<file path="config.mk">
export PLATFORM = sky130hd
export DESIGN_NAME = lb_ctrl_gen
export DESIGN_NICKNAME = d
export VERILOG_FILES = /design/src/rtl/lbc_pkg.sv /design/src/rtl/lbc_clear_budget.sv /design/src/rtl/lbc_line_select.sv /design/src/rtl/lbc_store_reg.sv /design/src/rtl/lb_ctrl_gen.sv
export SDC_FILE = /design/constraint.sdc
export NUM_CORES = 1
export LEC_CHECK = 0
export BUFFER_PORTS_ARGS = -buffer_cell sky130_fd_sc_hd__buf_2
export CORE_AREA = 3 3 141 143
export DETAILED_ROUTE_END_ITERATION = 12
export DIE_AREA = 0 0 144 146
export HOLD_SLACK_MARGIN = 0.1
export PLACE_DENSITY = 0.58
export REMOVE_ABC_BUFFERS = 1
export SETUP_SLACK_MARGIN = 0.3
export SYNTH_ARGS = -nofsm -noshare
export SYNTH_HDL_FRONTEND = slang
export SYNTH_HIERARCHICAL = 1
export SYNTH_SLANG_ARGS = --single-unit
</file>
<file path="constraint.sdc">
create_clock -name clk -period 4 [get_ports clk]
set_input_delay 0.6 -clock clk [delete_from_list [all_inputs] [get_ports clk]]
set_output_delay 0.6 -clock clk [all_outputs]
set_load 0.005 [all_outputs]
</file>
<file path="src/rtl/lbc_pkg.sv">
// Package: shared constants and types of the logic-group control generator.
// Assumes slot order en A, en B, sclr A, sclr B, aclr A, aclr B.
package lbc_pkg;

    localparam int NSLOT    = 6;
    localparam int NUM_EN   = 2;
    localparam int CFG_W    = 6;
    localparam int SLOT_ENA = 0;
    localparam int SLOT_ENB = 1;
    localparam int SLOT_SCA = 2;
    localparam int SLOT_SCB = 3;
    localparam int SLOT_ACA = 4;
    localparam int SLOT_ACB = 5;

    typedef enum logic [1:0] {
        EN_ALWAYS = 2'd0,
        EN_USE_A  = 2'd1,
        EN_USE_B  = 2'd2,
        EN_BOTH   = 2'd3
    } en_sel_e;

    typedef struct packed {
        logic [1:0] aclr_m;
        logic [1:0] sclr_m;
        en_sel_e    en_sel;
    } reg_cfg_t;

endpackage

</file>
<file path="src/rtl/lbc_clear_budget.sv">
// Module: admits clear slots in priority order until the budget is used up.
// Assumes cand_use is ordered by priority (index 0 first). Flags a request
// over budget; candidates past the budget are dropped.
module lbc_clear_budget #(
    parameter int NCAND   = 4,
    parameter int MAX_CLR = 3
) (
    input  logic             clk,
    input  logic             rst_n,
    input  logic [NCAND-1:0] cand_use,
    output logic [NCAND-1:0] admit,
    output logic             over_budget
);
    localparam int CNT_W = $clog2(NCAND + 1);
    localparam logic [CNT_W-1:0] MAX_C = CNT_W'(MAX_CLR);

    logic [CNT_W-1:0] run_cnt [NCAND+1];

    assign run_cnt[0] = '0;

    // Running count of admitted candidates, one stage per candidate.
    for (genvar k = 0; k < NCAND; k++) begin : g_admit
        assign admit[k]       = cand_use[k] && (run_cnt[k] < MAX_C);
        assign run_cnt[k+1]   = run_cnt[k] + CNT_W'(admit[k]);
    end

    // Error flag: more candidates requested than the budget allows.
    assign over_budget = ($countones(cand_use) > MAX_CLR);

    assert_clr_budget_R3: assert property (@(posedge clk) disable iff (!rst_n)
        $countones(admit) <= MAX_CLR);

    assert_err_drops_R3: assert property (@(posedge clk) disable iff (!rst_n)
        over_budget |-> (admit != cand_use));

endmodule

</file>
<file path="src/rtl/lbc_line_select.sv">
// Module: derives the six shared control slots from the incoming lines.
// Assumes slot_use is already filtered by the clear budget. Unused enable
// slots read 1; unused clear slots read 0.
module lbc_line_select
    import lbc_pkg::*;
#(
    parameter int NLINES = 8,
    parameter int SEL_W  = $clog2(NLINES)
) (
    input  logic [NLINES-1:0]      lines,
    input  logic [NSLOT*SEL_W-1:0] slot_sel,
    input  logic [NSLOT-1:0]       slot_inv,
    input  logic [NSLOT-1:0]       slot_use,
    output logic [NSLOT-1:0]       slot_val
);
    // One selector per slot; the idle value depends on the slot kind.
    for (genvar s = 0; s < NSLOT; s++) begin : g_slot
        localparam logic IDLE_V = (s < NUM_EN) ? 1'b1 : 1'b0;
        logic [SEL_W-1:0] idx;
        logic             raw;
        assign idx         = slot_sel[s*SEL_W +: SEL_W];
        assign raw         = lines[idx] ^ slot_inv[s];
        assign slot_val[s] = slot_use[s] ? raw : IDLE_V;
    end

endmodule

</file>
<file path="src/rtl/lbc_store_reg.sv">
// Module: one storage register with per-register control decode.
// Assumes the clear inputs are the admitted shared slots. Priority:
// async clear (incl. device clear) > sync reset > enable > sync clear.
module lbc_store_reg
    import lbc_pkg::*;
(
    input  logic     clk,
    input  logic     rst_n,
    input  logic     dev_clr_n,
    input  reg_cfg_t cfg,
    input  logic     en_a,
    input  logic     en_b,
    input  logic     sclr_a,
    input  logic     sclr_b,
    input  logic     aclr_a,
    input  logic     aclr_b,
    input  logic     d,
    output logic     q
);
    logic en_eff;
    logic sclr_eff;
    logic aclr_eff;

    // Enable decode from the register's enable select.
    always_comb begin
        unique case (cfg.en_sel)
            EN_ALWAYS: en_eff = 1'b1;
            EN_USE_A:  en_eff = en_a;
            EN_USE_B:  en_eff = en_b;
            EN_BOTH:   en_eff = en_a & en_b;
            default:   en_eff = 1'b1;
        endcase
    end

    assign sclr_eff = |(cfg.sclr_m & {sclr_b, sclr_a});
    assign aclr_eff = !dev_clr_n || (|(cfg.aclr_m & {aclr_b, aclr_a}));

    // Data register with asynchronous clear and gated synchronous update.
    always_ff @(posedge clk or posedge aclr_eff) begin
        if (aclr_eff)      q <= 1'b0;
        else if (!rst_n)   q <= 1'b0;
        else if (en_eff)   q <= sclr_eff ? 1'b0 : d;
    end

    assert_sclr_clears_R5: assert property (@(posedge clk) disable iff (!rst_n)
        (en_eff && sclr_eff) |=> (q == 1'b0));

    assert_hold_when_off_R4: assert property (@(posedge clk) disable iff (!rst_n)
        (!en_eff) |=> ((q == $past(q)) || (q == 1'b0)));

    assert_aclr_zero_R6: assert property (@(posedge clk) disable iff (!rst_n)
        aclr_eff |-> (q == 1'b0));

endmodule

</file>
<file path="src/rtl/lb_ctrl_gen.sv">
// Module: control generator and register bank of one logic group.
// Assumes slot_sel, slot_inv, slot_use and reg_cfg are static while running.
// Admits clear slots under the budget, derives shared controls and
// instantiates REGS_PER_CELL registers for each of NCELL cells.
module lb_ctrl_gen
    import lbc_pkg::*;
#(
    parameter int NCELL         = 10,
    parameter int REGS_PER_CELL = 4,
    parameter int NLINES        = 8,
    parameter int MAX_CLR       = 3,
    localparam int SEL_W        = $clog2(NLINES),
    localparam int NREG         = NCELL * REGS_PER_CELL
) (
    input  logic                    clk,
    input  logic                    rst_n,
    input  logic                    dev_clr_n,
    input  logic [NLINES-1:0]       ctrl_lines,
    input  logic [NSLOT*SEL_W-1:0]  slot_sel,
    input  logic [NSLOT-1:0]        slot_inv,
    input  logic [NSLOT-1:0]        slot_use,
    input  logic [NREG*CFG_W-1:0]   reg_cfg,
    input  logic [NREG-1:0]         d_in,
    output logic [NREG-1:0]         q_out,
    output logic                    clr_cfg_err
);
    localparam int NCAND = NSLOT - NUM_EN;

    logic [NCAND-1:0] cand_use;
    logic [NCAND-1:0] cand_admit;
    logic [NSLOT-1:0] eff_use;
    logic [NSLOT-1:0] slot_val;

    // Clear candidates in priority order: async A, async B, sync A, sync B.
    assign cand_use = {slot_use[SLOT_SCB], slot_use[SLOT_SCA],
                       slot_use[SLOT_ACB], slot_use[SLOT_ACA]};

    lbc_clear_budget #(.NCAND(NCAND), .MAX_CLR(MAX_CLR)) budget_i (
        .clk         (clk),
        .rst_n       (rst_n),
        .cand_use    (cand_use),
        .admit       (cand_admit),
        .over_budget (clr_cfg_err)
    );

    // Rebuild slot usage with only the admitted clears.
    assign eff_use = {cand_admit[1], cand_admit[0], cand_admit[3], cand_admit[2],
                      slot_use[SLOT_ENB], slot_use[SLOT_ENA]};

    lbc_line_select #(.NLINES(NLINES), .SEL_W(SEL_W)) select_i (
        .lines    (ctrl_lines),
        .slot_sel (slot_sel),
        .slot_inv (slot_inv),
        .slot_use (eff_use),
        .slot_val (slot_val)
    );

    // Register bank: REGS_PER_CELL registers in each cell.
    for (genvar c = 0; c < NCELL; c++) begin : g_cell
        for (genvar r = 0; r < REGS_PER_CELL; r++) begin : g_reg
            localparam int IDX = c * REGS_PER_CELL + r;
            lbc_store_reg reg_i (
                .clk       (clk),
                .rst_n     (rst_n),
                .dev_clr_n (dev_clr_n),
                .cfg       (reg_cfg_t'(reg_cfg[IDX*CFG_W +: CFG_W])),
                .en_a      (slot_val[SLOT_ENA]),
                .en_b      (slot_val[SLOT_ENB]),
                .sclr_a    (slot_val[SLOT_SCA]),
                .sclr_b    (slot_val[SLOT_SCB]),
                .aclr_a    (slot_val[SLOT_ACA]),
                .aclr_b    (slot_val[SLOT_ACB]),
                .d         (d_in[IDX]),
                .q         (q_out[IDX])
            );
        end
    end

    assert_devclr_all_R7: assert property (@(posedge clk) disable iff (!rst_n)
        (!dev_clr_n) |-> (q_out == '0));

    assert_sclrb_dropped_R3: assert property (@(posedge clk) disable iff (!rst_n)
        clr_cfg_err |-> (eff_use[SLOT_SCB] == 1'b0));

endmodule

</file>
# After elaboration in Yosys (flattened, before gate mapping)
# Cells that the tools add are included.
# op_classes
eq_ne	160
addsub	5
order_cmp	10
reduce_logical	164
mux	178
bitwise_logic	87
# ops
op	n
$and A2 B2 Y2	80
$eq A2 B2 Y1 const B	80
$pmux W1 S4	40
$reduce_or A2 Y1	80
$mux W1	132
$eq A2 B1 Y1 const B	40
$logic_not A2 Y1	40
$ne A2 B1 Y1 const B	40
$logic_or A1 B1 Y1	40
$lt A3 B4 Y1 const B	6
$bmux W1 S3	6
$add A1 B1 Y2	3
$lt A3 B2 Y1 const B	2
$xor A1 B1 Y1	6
$add A2 B2 Y3	1
$add A3 B1 Y3	1
$gt A3 B2 Y1 const B	1
$logic_and A1 B1 Y1	3
$lt A1 B2 Y1 const B	1
$and A1 B1 Y1	1
$logic_not A1 Y1	1
# word_totals
wordCells	644
output_inout_bits	41
ff_bits	40
inputBits	321

# Depth between registers and ports, before layout
# logic_depth
depth_word	14
mapped_depth	11
depth_no_buf	11

# Cells and area by module
# The synthesis kept the hierarchy.
# modules_own_cells
mod	area_per_inst_um2	seq_area_each_um2	instances	cells_each
lbc_store_reg	82.6	25.0	40	11
lbc_line_select	544.3	0.0	1	54
lbc_clear_budget	143.9	0.0	1	16

# Worst setup path after synthesis
# Ideal clock, no wire load.
# synth_path
path_type	input -> register
startpoint	input slot_use[4]
endpoint	register g_cell[0].g_reg[0].reg_i.q
slack_ns	-0.909
required_ns	3.873
n_path_buf	0
setup_time_ns	0.127
arrival_time_ns	4.782
cell_stages	11
path_cell_list	ha_1 -> nand2_1 -> nand2_1 -> fa_1 -> nor2_1 -> nor3b_2 -> nand2_1 -> mux2i_1 -> a22oi_2 -> nand3_1 -> mux2i_1
# synth_between
elab_chain_len	14
elab_cells_between_ends	15
classes_between	add/sub (2); order compare (3); mux (5); bitwise (1); reduce/logical (4)
# synth_rtl
element	line_no	text
start: declaration	lb_ctrl_gen.sv:21	input logic [NSLOT-1:0] slot_use,
$lt A1 B2 Y1	lbc_clear_budget.sv:23	assign admit[k] = cand_use[k] && (run_cnt[k] < MAX_C);
$logic_and A1 B1 Y1	lbc_clear_budget.sv:23	
$add A1 B1 Y2 *	lbc_clear_budget.sv:24	assign run_cnt[k+1] = run_cnt[k] + CNT_W'(admit[k]);
$lt A3 B2 Y1	lbc_clear_budget.sv:23	
$logic_and A1 B1 Y1	lbc_clear_budget.sv:23	
$add A3 B1 Y3 *	lbc_clear_budget.sv:24	
$lt A3 B2 Y1 *	lbc_clear_budget.sv:23	
$logic_and A1 B1 Y1 *	lbc_clear_budget.sv:23	
via cand_admit[3]	lb_ctrl_gen.sv:30	logic [NCAND-1:0] cand_admit;
$mux W1 *	lbc_line_select.sv:23	assign slot_val[s] = slot_use[s] ? raw : IDLE_V;
via slot_val[3]	lb_ctrl_gen.sv:32	logic [NSLOT-1:0] slot_val;
$and A2 B2 Y2 *	lbc_store_reg.sv:35	assign sclr_eff = |(cfg.sclr_m & {sclr_b, sclr_a});
$reduce_or A2 Y1 *	lbc_store_reg.sv:35	
$mux W1 * (2 in a row)	lbc_store_reg.sv:42	else if (en_eff) q <= sclr_eff ? 1'b0 : d;
$mux W1 *	lbc_store_reg.sv:41	else if (!rst_n) q <= 1'b0;
end signal: assignment	lbc_store_reg.sv:42	
end: declaration	lbc_store_reg.sv:18	output logic q
# The timed path passes the listed nets; every way through them passes the cells marked *. The select of a mux whose other input is x is not followed.
# A chain may end at the register's enable or synchronous reset.

# Final worst setup path
# layout_path
startpoint	input slot_use[4]
endpoint	register g_cell[1].g_reg[3].reg_i.q
# layout_between
elab_chain_len	14
elab_cells_between_ends	15
classes_between	add/sub (2); order compare (3); mux (5); bitwise (1); reduce/logical (4)
# layout_rtl
element	line_no
$lt A1 B2 Y1	lbc_clear_budget.sv:23
$logic_and A1 B1 Y1	lbc_clear_budget.sv:23
$add A1 B1 Y2 *	lbc_clear_budget.sv:24
$lt A3 B2 Y1	lbc_clear_budget.sv:23
$logic_and A1 B1 Y1	lbc_clear_budget.sv:23
$add A3 B1 Y3 *	lbc_clear_budget.sv:24
$lt A3 B2 Y1 *	lbc_clear_budget.sv:23
$logic_and A1 B1 Y1 *	lbc_clear_budget.sv:23
via cand_admit[3]	lb_ctrl_gen.sv:30
$mux W1 *	lbc_line_select.sv:23
via slot_val[3]	lb_ctrl_gen.sv:32
$and A2 B2 Y2 *	lbc_store_reg.sv:35
$reduce_or A2 Y1 *	lbc_store_reg.sv:35
$mux W1 * (2 in a row)	lbc_store_reg.sv:42
$mux W1 *	lbc_store_reg.sv:41
end signal: assignment	lbc_store_reg.sv:42
end: declaration	lbc_store_reg.sv:18
# Marks and branches as above.

==> flow_summary.rst <==
.. list-table::
   :header-rows: 1

   * - Metric
     - Value
   * - Horizontal die dimension
     - ~140 um
   * - Final Cell Area
     - 6330 um^2
   * - Final weighted congestion in routability-driven placement
     - between 0.8 and 0.9
   * - Hold Vio Cnt, Final
     - 0
   * - Clock tree buffer depth
     - 2
   * - Floorplan row count
     - 50
   * - Max rail drop VDD
     - between 0.00015 and 0.0002 V
   * - Worst r2r src
     - g_cell[7].g_reg[3].reg_i/q
   * - Area share of the largest cell type after synthesis
     - about 25%
   * - Critical Path Max Stage Delay
     - roughly 0.47 ns
   * - DRC violation count after routing
     - 0
   * - RSZ-0062 raised after global routing
     - no
   * - Hold Worst Slack
     - roughly 0.20 ns
   * - Registers with the most flip-flops
     - g_cell.g.reg_i/q x40
   * - Critical-path cell list
     - buf_2 -> ha_1 -> nand2_1 -> nand2_1 -> fa_1 -> nor2_1 -> nor3b_2 -> nand2b_1 -> mux2i_4 -> buf_4 -> a22oi_2 -> nand3_1 -> mux2i_1
   * - H-Tree Depth
     - 2
   * - Detailed-routing iteration count for the pre-antenna-repair pass
     - 4
   * - TritonCTS clock tree
     - done
   * - Pin count of the biggest net entering global routing
     - between 50 and 60
   * - Area share of and/or/nand/nor cells after synthesis
     - ~19%
   * - Maximum frequency from static timing analysis
     - about 370 MHz
   * - Y dimension of the die
     - between 100 and 150 um
   * - Most common library cell in the layout ignoring fill and taps
     - sky130_fd_sc_hd__buf_2
   * - Multi-input gate area
     - between 2000 and 3000 um^2
   * - Via count of the first global-routing pass
     - just over 5k
   * - # hold bufs at CTS
     - 0
   * - Register clock-pin slew on the reported worst setup and hold paths
     - 0.07 ns
   * - Distinct cell type count after synthesis
     - 20
   * - Post-DR vias/cell
     - between 4 and 5
   * - Worst slew margin
     - between 20% and 30%
   * - Number of filler instances in the final layout
     - 2017
   * - Synthesized instance count
     - approximately 500
   * - Worst Path Max Fanout
     - 21
   * - Grt met2 use
     - a little under a third
   * - Via count
     - about 5.1k
   * - Slowest library cell on the worst path
     - sky130_fd_sc_hd__fa_1
   * - Compound-Gate Fraction of Synth Area
     - 24.0%
   * - Global-route wire length before repair
     - between 20000 and 30000 um
   * - # IOs
     - about 360
   * - Worst EP arrival
     - 2.84 ns
   * - Layout area overhead
     - 58.7%
   * - Clk_lat worst skew
     - between 0.2 and 0.3 ns
   * - CTS Sinks
     - 40
   * - CP Capture Type
     - flip-flop
   * - Initial antenna violation count
     - 2
   * - Crit path from
     - slot_use[4]
   * - Critical Path Start Type
     - input port
   * - Register area share after synthesis
     - 25.1%
   * - Resize count post-CTS
     - 0
   * - Cell taking the most area after synthesis
     - sky130_fd_sc_hd__dfrtp_1
   * - Per-cell routed wire length
     - about 16 um
   * - Leakage Power
     - ~0.0035 uW
   * - Area of the mapped netlist
     - between 3000 and 4000 um^2
   * - Drt initial violations
     - 178
   * - Largest family of logic cells by synthesized area
     - compound AO/OA/AOI/OAI gates
   * - GR peak layer
     - met2
   * - Final number of max-transition violations
     - 0
   * - Met1 track demand over resource in global routing
     - about a fifth
   * - Global-route congestion overflow total
     - 0
   * - Standard cell area after detailed placement
     - slightly above 6000 um^2
   * - Ratio of cells with drive above 1 in the final layout
     - 49.1%
   * - Register bank with the most flops
     - g_cell.g.reg_i/q
   * - Type of the tightest min-delay check
     - in2async
   * - Post-CTS Setup Repair Bufs
     - 0
   * - Area occupied by registers
     - ~1000 um^2
   * - Crit path required time
     - about 4.2 ns
   * - Final HPWL from detailed placement
     - 14700 um
   * - Core utilization of the finished layout
     - 33.9%
   * - Number of nets in the finished design
     - roughly 1.2k
   * - Worst setup skew after layout
     - 0 ns
   * - Transition time of the tightest slew-check pin
     - ~1.1 ns
   * - Buffers added on ports
     - 361
   * - Power density relative to cell area
     - 256 nW/um^2
   * - Worst setup slack after layout
     - between 1 and 1.5 ns
   * - Most frequent cell on the critical path
     - sky130_fd_sc_hd__nand2_1
   * - Setup Crit Path Kind
     - in2reg
   * - Inserted Diodes
     - 0
   * - Shortest clock period the worst path allows after layout
     - roughly 2.7 ns
   * - Post-synthesis xor/xnor area fraction
     - 0%
   * - Met3 track utilization from global routing
     - approximately 4.3%
   * - Effective utilization at floorplan
     - a little over a fifth
   * - Final wirelength
     - about 18000 um
   * - Yosys warning total
     - 6
   * - Pre-CTS WS
     - 0.999 ns
   * - Count of buffering cells on the critical path with inverters included
     - 2
   * - Final clock period utilization by the worst path
     - 66.9%
   * - Tot GR Track Use
     - between 10% and 20%
   * - Per-instance average area after synthesis
     - around 7.8 um^2
   * - Area of the die
     - 21000 um^2
   * - Status
     - complete, no violations
   * - Core region area
     - 18700 um^2
   * - Top area cells in the synthesized netlist
     - sky130_fd_sc_hd__dfrtp_1 25%, sky130_fd_sc_hd__mux2i_1 17%, sky130_fd_sc_hd__a22oi_2 13%
   * - Critical path's top delay family
     - adder cells
   * - Most used cells in the layout excluding fill and tap cells
     - 361 x sky130_fd_sc_hd__buf_2, 128 x sky130_fd_sc_hd__nand2_1, 82 x sky130_fd_sc_hd__inv_1
   * - Root buffer cell
     - sky130_fd_sc_hd__clkbuf_16
   * - Final Setup Violations
     - 0
   * - DRT antenna net count
     - 0
   * - Post-synthesis share of cell area spent on full adders, half adders and majority gates
     - a little over 2%
   * - Number of synthesized register bits
     - 40
   * - Max-capacitance violation count
     - 0
   * - Max reg flops
     - 40
   * - TritonCTS buffer count
     - 5
   * - Post-synthesis mux area share
     - between 20% and 30%
[synth_stat cells]
master	instances
sky130_fd_sc_hd__nand2_1	128
sky130_fd_sc_hd__inv_1	82
sky130_fd_sc_hd__mux2i_1	68
sky130_fd_sc_hd__a21oi_1	40
sky130_fd_sc_hd__a22oi_2	40
sky130_fd_sc_hd__dfrtp_1	40
sky130_fd_sc_hd__nand3_1	40
sky130_fd_sc_hd__o22ai_1	40
sky130_fd_sc_hd__mux4_2	6
sky130_fd_sc_hd__nand2b_1	6
sky130_fd_sc_hd__ha_1	5
sky130_fd_sc_hd__clkbuf_2	4
sky130_fd_sc_hd__buf_4	3
sky130_fd_sc_hd__mux2_4	2
sky130_fd_sc_hd__a31o_2	1
sky130_fd_sc_hd__and2_1	1
sky130_fd_sc_hd__buf_6	1
sky130_fd_sc_hd__fa_1	1
sky130_fd_sc_hd__nor2_1	1
sky130_fd_sc_hd__nor3b_2	1
[stage by stage]
stage / instances / power [uW] / setup TNS, ns
floorplan: 502 / 792 / -36.35
global placement: 1106 / 1120 / 0
detailed placement: 1106 / 1130 / 0
CTS: 1114 / 1660 / 0
global route: 1114 / 1740 / 0
finish: 1114 / 1620 / 0
[layout make-up]
| cell class | count | area share (%) |
|---|---|---|
| well taps | 234 | 4.62 |
| inverters | 82 | 4.86 |
| multi-input cells | 380 | 42.3 |
| flip-flops and latches | 40 | 15.8 |
| clock buffers | 6 | 2.19 |
| repair buffers | 370 | 29.6 |
| clock inverters | 2 | 0.613 |
[routing by layer]
metal,vias to the layer above,part of all wire (%)
li1,2528,-
met2,258,51
met1,2324,38
met5,-,0.15
met4,4,1.8
met3,28,9.4
[logic make-up after synthesis]
logic type               count (synthesis)
AO/OA/AOI/OAI                          121
buffers and inverters                   90
multiplexers                            76
adder cells (fa/ha/maj)                  6
AND/OR/NAND/NOR                        177
flip-flops                              40
[path summary, 6_finish.rpt]
| kind | end | cells past startpoint | slack, ns |
|---|---|---|---|
| max | g_cell[1].g_reg[3].reg_i/q | 13 | 1.32 |
| min | g_cell[7].g_reg[1].reg_i/q | 2 | 0.20 |
| max reg2reg | g_cell[7].g_reg[3].reg_i/q | 2 | 3.29 |
| min reg2reg | g_cell[1].g_reg[1].reg_i/q | 2 | 0.52 |
| max in group asynchronous | g_cell[4].g_reg[0].reg_i/q | 8 | 2.03 |
| min in group clk | g_cell[1].g_reg[1].reg_i/q | 2 | 0.52 |
[power breakdown]
group	internal [uW]	switching [uW]	total (uW)
logic	313	341	654
registers	441	21.4	462
clock network	313	191	505
Power figures use the tool's default switching activity.
